==> src/rtl/tmr_pkg.sv <==
package tmr_pkg;
  typedef struct packed {
    logic       src_pin;     // 0: instruction clock, 1: pin transitions
    logic       fall_edge;   // 0: rising, 1: falling
    logic       pre_to_wdt;  // 0: prescaler on counter, 1: on watchdog
    logic [2:0] rate;
  } mode_t;

  localparam int MODE_W = $bits(mode_t);
endpackage

==> src/rtl/tmr_edge_sync.sv <==
module tmr_edge_sync #(
  parameter int SYNC_STAGES = 2
) (
  input  logic clk_i,
  input  logic rst_ni,
  input  logic pin_i,
  input  logic fall_sel_i,
  output logic edge_o
);
  logic [SYNC_STAGES-1:0] sync_q;
  logic                   prev_q;
  logic                   synced;

  assign synced = sync_q[SYNC_STAGES-1];

  always_ff @(posedge clk_i or negedge rst_ni) begin
    if (!rst_ni) begin
      sync_q <= '0;
      prev_q <= 1'b0;
    end else begin
      sync_q <= {sync_q[SYNC_STAGES-2:0], pin_i};
      prev_q <= synced;
    end
  end

  assign edge_o = fall_sel_i ? (prev_q & ~synced) : (~prev_q & synced);
endmodule

==> src/rtl/tmr_prescaler.sv <==
module tmr_prescaler #(
  parameter int PRE_W = 8,
  localparam int LOG_W = $clog2(PRE_W + 1)
) (
  input  logic             clk_i,
  input  logic             rst_ni,
  input  logic             clr_i,
  input  logic             evt_i,
  input  logic [LOG_W-1:0] ratio_log_i,
  output logic             tick_o
);
  logic [PRE_W-1:0] cnt_q;
  logic [PRE_W-1:0] lim;

  // terminal count = 2^ratio_log - 1
  assign lim    = ~({PRE_W{1'b1}} << ratio_log_i);
  assign tick_o = evt_i & ~clr_i & (cnt_q == lim);

  always_ff @(posedge clk_i or negedge rst_ni) begin
    if (!rst_ni)       cnt_q <= '0;
    else if (clr_i)    cnt_q <= '0;
    else if (tick_o)   cnt_q <= '0;
    else if (evt_i)    cnt_q <= cnt_q + 1'b1;
  end

  AST_PRE_CLR: assert property (@(posedge clk_i) disable iff (!rst_ni)
    clr_i |=> (cnt_q == '0));
endmodule

==> src/rtl/tmr_wdt.sv <==
module tmr_wdt #(
  parameter int WDT_W = 8
) (
  input  logic clk_i,
  input  logic rst_ni,
  input  logic clr_i,
  input  logic inc_i,
  output logic timeout_o
);
  logic [WDT_W-1:0] cnt_q;

  always_ff @(posedge clk_i or negedge rst_ni) begin
    if (!rst_ni) begin
      cnt_q     <= '0;
      timeout_o <= 1'b0;
    end else if (clr_i) begin
      cnt_q     <= '0;
      timeout_o <= 1'b0;
    end else begin
      timeout_o <= inc_i & (cnt_q == '1);
      if (inc_i) cnt_q <= cnt_q + 1'b1;
    end
  end

  AST_WDT_CLR: assert property (@(posedge clk_i) disable iff (!rst_ni)
    clr_i |=> (cnt_q == '0 && !timeout_o));
  AST_TO_PULSE: assert property (@(posedge clk_i) disable iff (!rst_ni)
    timeout_o |=> !timeout_o);
endmodule

==> src/rtl/tmr_prescaled_timer.sv <==
module tmr_prescaled_timer
  import tmr_pkg::*;
#(
  parameter int CNT_W       = 8,
  parameter int PRE_W       = 8,
  parameter int WDT_W       = 8,
  parameter int SYNC_STAGES = 2
) (
  input  logic              clk_i,
  input  logic              rst_ni,
  input  logic              mode_we_i,
  input  logic [MODE_W-1:0] mode_wdata_i,
  input  logic              cnt_we_i,
  input  logic [CNT_W-1:0]  cnt_wdata_i,
  output logic [CNT_W-1:0]  cnt_o,
  input  logic              pin_i,
  input  logic              flag_clr_i,
  input  logic              wdt_clr_i,
  input  logic              wdt_tick_i,
  output logic              ovf_flag_o,
  output logic              wdt_timeout_o
);
  localparam int LOG_W = $clog2(PRE_W + 1);

  mode_t            mode_q;
  logic [CNT_W-1:0] cnt_q;
  logic             flag_q;
  logic             pin_edge;
  logic             tmr_evt;
  logic             pre_evt;
  logic             pre_clr;
  logic             pre_tick;
  logic [LOG_W-1:0] ratio_log;
  logic             tmr_inc;
  logic             wdt_inc;

  always_ff @(posedge clk_i or negedge rst_ni) begin
    if (!rst_ni)        mode_q <= '1;
    else if (mode_we_i) mode_q <= mode_t'(mode_wdata_i);
  end

  tmr_edge_sync #(.SYNC_STAGES(SYNC_STAGES)) u_sync (
    .clk_i      (clk_i),
    .rst_ni     (rst_ni),
    .pin_i      (pin_i),
    .fall_sel_i (mode_q.fall_edge),
    .edge_o     (pin_edge)
  );

  assign tmr_evt   = mode_q.src_pin ? pin_edge : 1'b1;
  assign pre_evt   = mode_q.pre_to_wdt ? wdt_tick_i : tmr_evt;
  assign pre_clr   = mode_q.pre_to_wdt ? wdt_clr_i : cnt_we_i;
  // counter side is one power of two coarser
  assign ratio_log = mode_q.pre_to_wdt ? LOG_W'(mode_q.rate)
                                       : LOG_W'(mode_q.rate) + LOG_W'(1);

  tmr_prescaler #(.PRE_W(PRE_W)) u_pre (
    .clk_i       (clk_i),
    .rst_ni      (rst_ni),
    .clr_i       (pre_clr),
    .evt_i       (pre_evt),
    .ratio_log_i (ratio_log),
    .tick_o      (pre_tick)
  );

  assign tmr_inc = mode_q.pre_to_wdt ? tmr_evt : pre_tick;
  assign wdt_inc = mode_q.pre_to_wdt ? pre_tick : wdt_tick_i;

  always_ff @(posedge clk_i or negedge rst_ni) begin
    if (!rst_ni)       cnt_q <= '0;
    else if (cnt_we_i) cnt_q <= cnt_wdata_i;
    else if (tmr_inc)  cnt_q <= cnt_q + 1'b1;
  end

  always_ff @(posedge clk_i or negedge rst_ni) begin
    if (!rst_ni)                                  flag_q <= 1'b0;
    else if (tmr_inc && !cnt_we_i && cnt_q == '1) flag_q <= 1'b1;
    else if (flag_clr_i)                          flag_q <= 1'b0;
  end

  tmr_wdt #(.WDT_W(WDT_W)) u_wdt (
    .clk_i     (clk_i),
    .rst_ni    (rst_ni),
    .clr_i     (wdt_clr_i),
    .inc_i     (wdt_inc),
    .timeout_o (wdt_timeout_o)
  );

  assign cnt_o      = cnt_q;
  assign ovf_flag_o = flag_q;

  AST_FLAG_ON_WRAP: assert property (@(posedge clk_i) disable iff (!rst_ni)
    (tmr_inc && !cnt_we_i && cnt_q == '1) |=> (ovf_flag_o && cnt_o == '0));
  AST_CNT_HOLD: assert property (@(posedge clk_i) disable iff (!rst_ni)
    (!cnt_we_i && !tmr_inc) |=> $stable(cnt_o));
  AST_CNT_LOAD: assert property (@(posedge clk_i) disable iff (!rst_ni)
    cnt_we_i |=> (cnt_o == $past(cnt_wdata_i)));
endmodule

==> config.mk <==
export PLATFORM = sky130hd
export DESIGN_NAME = tmr_prescaled_timer
export DESIGN_NICKNAME = d
export VERILOG_FILES = /design/src/rtl/tmr_pkg.sv /design/src/rtl/tmr_edge_sync.sv /design/src/rtl/tmr_prescaler.sv /design/src/rtl/tmr_wdt.sv /design/src/rtl/tmr_prescaled_timer.sv
export SDC_FILE = /design/constraint.sdc
export NUM_CORES = 1
export LEC_CHECK = 0
export BUFFER_PORTS_ARGS = -buffer_cell sky130_fd_sc_hd__buf_2
export CAP_MARGIN = 0
export CORE_MARGIN = 8
export CORE_UTILIZATION = 40
export DETAILED_ROUTE_END_ITERATION = 10
export PLACE_DENSITY_LB_ADDON = 0.1
export SLEW_MARGIN = 10
export SYNTH_ARGS = -nofsm -noshare
export SYNTH_HDL_FRONTEND = slang
export SYNTH_SLANG_ARGS = --single-unit
export TNS_END_PERCENT = 1
==> constraint.sdc <==
create_clock -name clk_i -period 5.8 [get_ports clk_i]
set_input_delay 0.29 -clock clk_i [delete_from_list [all_inputs] [get_ports clk_i]]
set_output_delay 0.29 -clock clk_i [all_outputs]
set_load 0.01 [all_outputs]
Yosys cells after proc, flatten, opt, wreduce, memory -nomap -nowiden
Cells that the tools add are included.

Output and inout bits: 10. Flip-flop bits (word level): 35. Input bits: 22.

Bitwise gates (word level): 9. Add/subtract/negate cells: 4. Reductions and logical operators: 7. Muxes and demuxes: 17. Shift-type cells: 1. Equal/unequal tests: 3.

Operator list (count): $mux 8 (7); $add 8x1->8 const B (3); $eq 8x8->1 const B (2); $mux 1 (9); $eq 8x8->1 (1); $not 8->8 (1); $shl 8x4->8 const A (1); $reduce_bool 2->1 (3); $and 1x1->1 (5); $add 3x1->4 const B (1); $mux 4 (1); $not 1->1 (3); $reduce_bool 3->1 (1); $logic_and 1x1->1 (2); $logic_not 1->1 (1).

Depth between registers and ports, before layout
Depth after elaboration: 11. Gate-level depth with buffers: 10. Gate-level depth less buffers: 8.

Modules after synthesis
Synthesis repeated with hierarchy kept, for this count alone.

Cells, all modules: 205. Area, all modules: 2021.9 um2.

Modules (own cells, without submodules): tmr_prescaled_timer (cells an instance 82, seq. area each 382.9 um2, area an instance 847.1 um2, instances 1); tmr_prescaler (cells an instance 77, seq. area each 200.2 um2, area an instance 648.1 um2, instances 1); tmr_wdt (cells an instance 40, seq. area each 225.2 um2, area an instance 429.2 um2, instances 1); tmr_edge_sync (cells an instance 6, seq. area each 75.1 um2, area an instance 97.6 um2, instances 1).

Least setup slack after synthesis
OpenSTA, ideal clock, no wires.

Path type: register -> register. From: register mode_q[1] (netlist bit). To: register u_wdt.cnt_q[2]. Period minus slack after synthesis: 2.604 ns. Path slack: 3.196 ns. Library setup time: 0.125 ns. Data arrival time: 2.479 ns. Cell stages (with the launch flop): 10. Path through: dfstp_2 ha_1 buf_2 and2_1 nand3_1 and4_1 a2111oi_4 nand4_2 a21boi_0 mux2_2.

Longest elaborated chain between the ends: 8.

RTL lines: start: declaration (RTL line tmr_prescaled_timer.sv:25) `mode_t mode_q;`; start signal: assignment (RTL line tmr_prescaled_timer.sv:39) `else if (mode_we_i) mode_q <= mode_t'(mode_wdata_i);`; $add 3x1->4 (RTL line tmr_prescaled_timer.sv:55) `: LOG_W'(mode_q.rate) + LOG_W'(1);`; $mux 4 * (RTL line tmr_prescaled_timer.sv:54) `assign ratio_log = mode_q.pre_to_wdt ? LOG_W'(mode_q.rate)`; $shl 8x4->8 * (RTL line tmr_prescaler.sv:16) `assign lim = ~({PRE_W{1'b1}} << ratio_log_i);`; $not 8->8 * (RTL line tmr_prescaler.sv:16); $eq 8x8->1 * (RTL line tmr_prescaler.sv:17) `assign tick_o = evt_i & ~clr_i & (cnt_q == lim);`; $and 1x1->1 * (RTL line tmr_prescaler.sv:17); $mux 1 * (RTL line tmr_prescaled_timer.sv:67) `assign wdt_inc = mode_q.pre_to_wdt ? pre_tick : wdt_tick_i;`; $reduce_bool 2->1 (no source line) *; end signal: assignment (RTL line tmr_wdt.sv:21) `if (inc_i) cnt_q <= cnt_q + 1'b1;`; end: declaration (RTL line tmr_wdt.sv:10) `logic [WDT_W-1:0] cnt_q;`.

Every way passes the cells marked *; elsewhere a longest branch is shown, timed or not. A chain may end at the register's enable or synchronous reset.

Worst setup path in the final report
From: register mode_q[1] (netlist bit). To: register cnt_q[6] (netlist: cnt_o[6]).

Longest elaborated chain between the ends: 8.

RTL lines: $add 3x1->4 (RTL line tmr_prescaled_timer.sv:55); $mux 4 * (RTL line tmr_prescaled_timer.sv:54); $shl 8x4->8 * (RTL line tmr_prescaler.sv:16); $not 8->8 * (RTL line tmr_prescaler.sv:16); $eq 8x8->1 * (RTL line tmr_prescaler.sv:17); $and 1x1->1 * (RTL line tmr_prescaler.sv:17); $mux 1 * (RTL line tmr_prescaled_timer.sv:66) `assign tmr_inc = mode_q.pre_to_wdt ? tmr_evt : pre_tick;`; $reduce_bool 2->1 (no source line) *; end signal: assignment (RTL line tmr_prescaled_timer.sv:71) `else if (cnt_we_i) cnt_q <= cnt_wdata_i;`; end signal: assignment (RTL line tmr_prescaled_timer.sv:72) `else if (tmr_inc) cnt_q <= cnt_q + 1'b1;`; end: declaration (RTL line tmr_prescaled_timer.sv:26) `logic [CNT_W-1:0] cnt_q;`.

Marks and branches as above.

==> impl_metrics.py <==
metrics = {
    "logic_synthesis": {
        "async_flop_share": 1.00,
        "synth-seq-area-share": 0.387,
        "ys_ff_latch": 35,
        "synth-edff-count": 0,
        "synth_ff_type": "dfrtp_1",
        "ys_types": 61,
        "synth_nets": 274,
        "synth_area_mm2": 0.00228,
        "avgSynthCellArea_um2": 9.20,
        "synth_warnings": 0,
        "netlist_instances": 248,
    },
    "grt": {
        "grt_util_all_layers": 0.129,
        "grt_pass1_wl_um": 9010,
        "antenna_found_initial": 0,
        "grt_max_degree": 36,
        "use_met2": 0.206,
        "met3_usage": 0.0305,
        "met1_usage": 0.166,
        "grt_pass1_vias": 1896,
        "grt-ovfl-total": 0,
        "grt-busiest-layer": "met2",
    },
    "timing": {
        "fin_crit_sh": 0.543,
        "tightest_slew_ns": 0.793,
        "finalCriticalPeriod_ns": 3.15,
        "grt_setup_unrepaired": "false",
        "finClkSkew_ns": 0.00889,
        "tns_ns": 0,
        "setup_viol": 0,
        "finalMaxSlewViolations": 0,
        "slew_headroom": 0.471,
        "max_freq_ghz": 0.317,
        "hold_viol": 0,
    },
    "route": {
        "finalWirelength_um": 5230,
        "first_iter_violations": 66,
        "drcViolationCount": 0,
        "viasPerCell": 5.61,
        "vias": 1947,
        "wl_per_cell_um": 15.1,
        "antenna_left": 0,
        "dr.pass1.iters": 4,
    },
    "setup_path": {
        "crit_chain": "ha_1 > and2_1 > nand3_1 > and4_1 > a2111oi_4 > a31oi_2 > or4_1 > a31oi_1",
        "cp-end-kind": "flop",
        "crit_path_max_incr_delay_ns": 0.64,
        "crit_slowest_cell": "dfstp_2",
        "critPathBufInv": 0,
        "worstSetupPathType": "reg2reg",
        "critPathTopFamily": "simple AND/OR/NAND/NOR gates",
        "r2r_slack_ns": 2.65,
        "cp_data_arrival_time_ns": 3.36,
        "cp.required_ns": 6.01,
        "path_max_fanout": 16,
        "cp-start-kind": "flop",
    },
    "floorplanning": {
        "ios": 32,
        "initial_utilization": 0.414,
        "fp-row-count": 27,
        "fp.dieH_um": 91.5,
        "coreArea_mm2": 0.00551,
        "die_area_mm2": 0.00838,
        "dieWidth_um": 91.5,
    },
    "final_layout": {
        "finalNetCount": 300,
        "postLayoutCellArea_mm2": 0.00256,
        "drive_above_1_share": 0.233,
        "n_antenna_cell": 0,
        "area_growth_pct": 12.4,
    },
    "pwr": {
        "p_leak_nw": 1.06,
        "peakVddDrop_v": 0.000100,
        "power_density_mw_per_mm2": 245,
    },
    "cts": {
        "cts_setup_buffers": 0,
        "cts_buffers": 5,
        "cts_tree": "done",
        "root_buffer": "clkbuf_8",
        "cts.path.max_buffers": 2,
        "ctsHoldBuffers": 0,
        "clock_sink_count": 35,
        "htreeDepth": 2,
        "cts_resized": 0,
        "clk_pin_slew_ns": 0.08,
        "clk_latency_ns": 0.29,
    },
    "place": {
        "place_area_mm2": 0.00246,
        "io_buffers": 31,
        "post-dp-hpwl_um": 3700,
        "gp_congestion": 0.834,
    },
    "job": {
        "drv_cap": 0,
    },
    "run_status": {
        "outcome": "finished, final reports clean",
    },
    "min_path": {
        "min-delay-path-class": "in2async",
    },
}
[flip-flops by register name (all words and copies together) (netlist names)]
register         count
ovf_flag_o           1
u_sync.prev_q        1
u_pre.cnt_q          8
u_wdt.timeout_o      1
cnt_o                8
mode_q               6
u_wdt.cnt_q          8
u_sync.sync_q        2
[where the power goes]
part	internal, W	switching (W)	leakage [nW]
Clock	0.000108	0.0000892	0.0515
Sequential	0.000264	0.0000297	0.441
Combinational	0.0000613	0.0000755	0.566
Total	0.000434	0.000194	1.06
[metrics by stage]
| step | hold slack (ns) | power [W] | cells | worst slack [ns] | util |
|---|---|---|---|---|---|
| after floorplan | -0.00559 | 0.000396 | 248 | 3.20 | - |
| after global placement | 0.337 | 0.000436 | 339 | 2.72 | 0.448 |
| after detailed placement | 0.339 | 0.000436 | 339 | 2.67 | 0.448 |
| after CTS | 0.101 | 0.000636 | 347 | 2.61 | 0.466 |
| after global routing | 0.0944 | 0.000667 | 347 | 2.44 | 0.466 |
| final | 0.0751 | 0.000628 | 347 | 2.65 | 0.466 |
[logic make-up after synthesis]
group,after synthesis,share of synthesized area
DFF,35,0.387
xor gates and xnor gates,3,0.0115
buffers and inverters,22,0.0439
and+or+nand+nor,112,0.275
AOI/OAI and AO/OA,60,0.203
adders and majority gates,4,0.0219
muxes,12,0.0576
[cells in the mapped netlist (all sizes together), types with 2 or more instances]
master   number  share of area
a2bb2oi       2          0.010
and3          5          0.016
o21ai         9          0.020
a21o          2         0.0066
a211oi        2         0.0088
nand2b        5          0.014
nor2         17          0.028
and2          3         0.0082
a31oi        10          0.030
inv          10          0.016
clkbuf        4         0.0066
nor2b        13          0.036
mux2i         3          0.013
or4           4          0.013
a21boi        3         0.0099
a21oi         9          0.020
dfrtp        29           0.32
nand4        10          0.030
xor2          2         0.0077
nor3          2         0.0044
or2           3         0.0082
a211o         2         0.0077
a221o         2         0.0088
a311o         2         0.0088
nand3        19          0.042
ha            4          0.022
mux2          9          0.044
nand3b        2         0.0066
or3           2         0.0055
nand2        19          0.031
dfstp         6          0.069
o22ai         3         0.0082
o211ai        4          0.013
buf           8          0.021
[placed cells by master, fill, tap and decap left out, types with 2 or more instances in the layout]
master and instances:
mux2_2 9, or3_1 2, a311o_1 2, nand4_1 9, a21oi_1 9, nor3_1 2
nand2_1 19, a21o_1 2, nand3_1 19, a221o_1 2, mux2i_1 3, or4_1 4
a31oi_1 9, inv_1 9, xor2_1 2, dfstp_2 6, nor2b_1 13, buf_2 31
o21ai_0 9, o22ai_1 3, o211ai_1 4, ha_1 4, nand3b_1 2, clkbuf_8 7
a21boi_0 3, or2_2 2, nor2_1 17, and2_1 3, and3_1 4, dfrtp_1 29
nand2b_1 5, a211o_1 2
[cell type report]
cell class	count	area, µm²
flip-flops and latches	35	883
well taps	72	90.1
clock buffers	8	100
inverters	10	37.5
repair buffers	31	155
multi-input cells	191	1300
fillers	562	2940
[per-layer routing]
layer,vias to the layer above,part of all wire
li1,980,-
met1,933,0.47
met2,30,0.49
met3,4,0.029
met4,0,0.0078
met5,-,0
[path summary, 6_finish.rpt]
check                                              to                  startpoint  cells after the start
min reg2reg                u_sync.sync_q[1]$_DFF_PN0_  u_sync.sync_q[0]$_DFF_PN0_                      0
min in group clk_i         u_sync.sync_q[0]$_DFF_PN0_                       pin_i                      1
max reg2reg                      cnt_o[6]$_DFFE_PN0P_       mode_q[1]$_DFFE_PN1P_                      8
max in group asynchronous  u_wdt.cnt_q[4]$_DFFE_PN0P_                      rst_ni                      1
max                              cnt_o[6]$_DFFE_PN0P_       mode_q[1]$_DFFE_PN1P_                      8
min                        u_pre.cnt_q[7]$_DFFE_PN0P_                      rst_ni                      1
No activity file was read; power rests on OpenSTA's default activity.
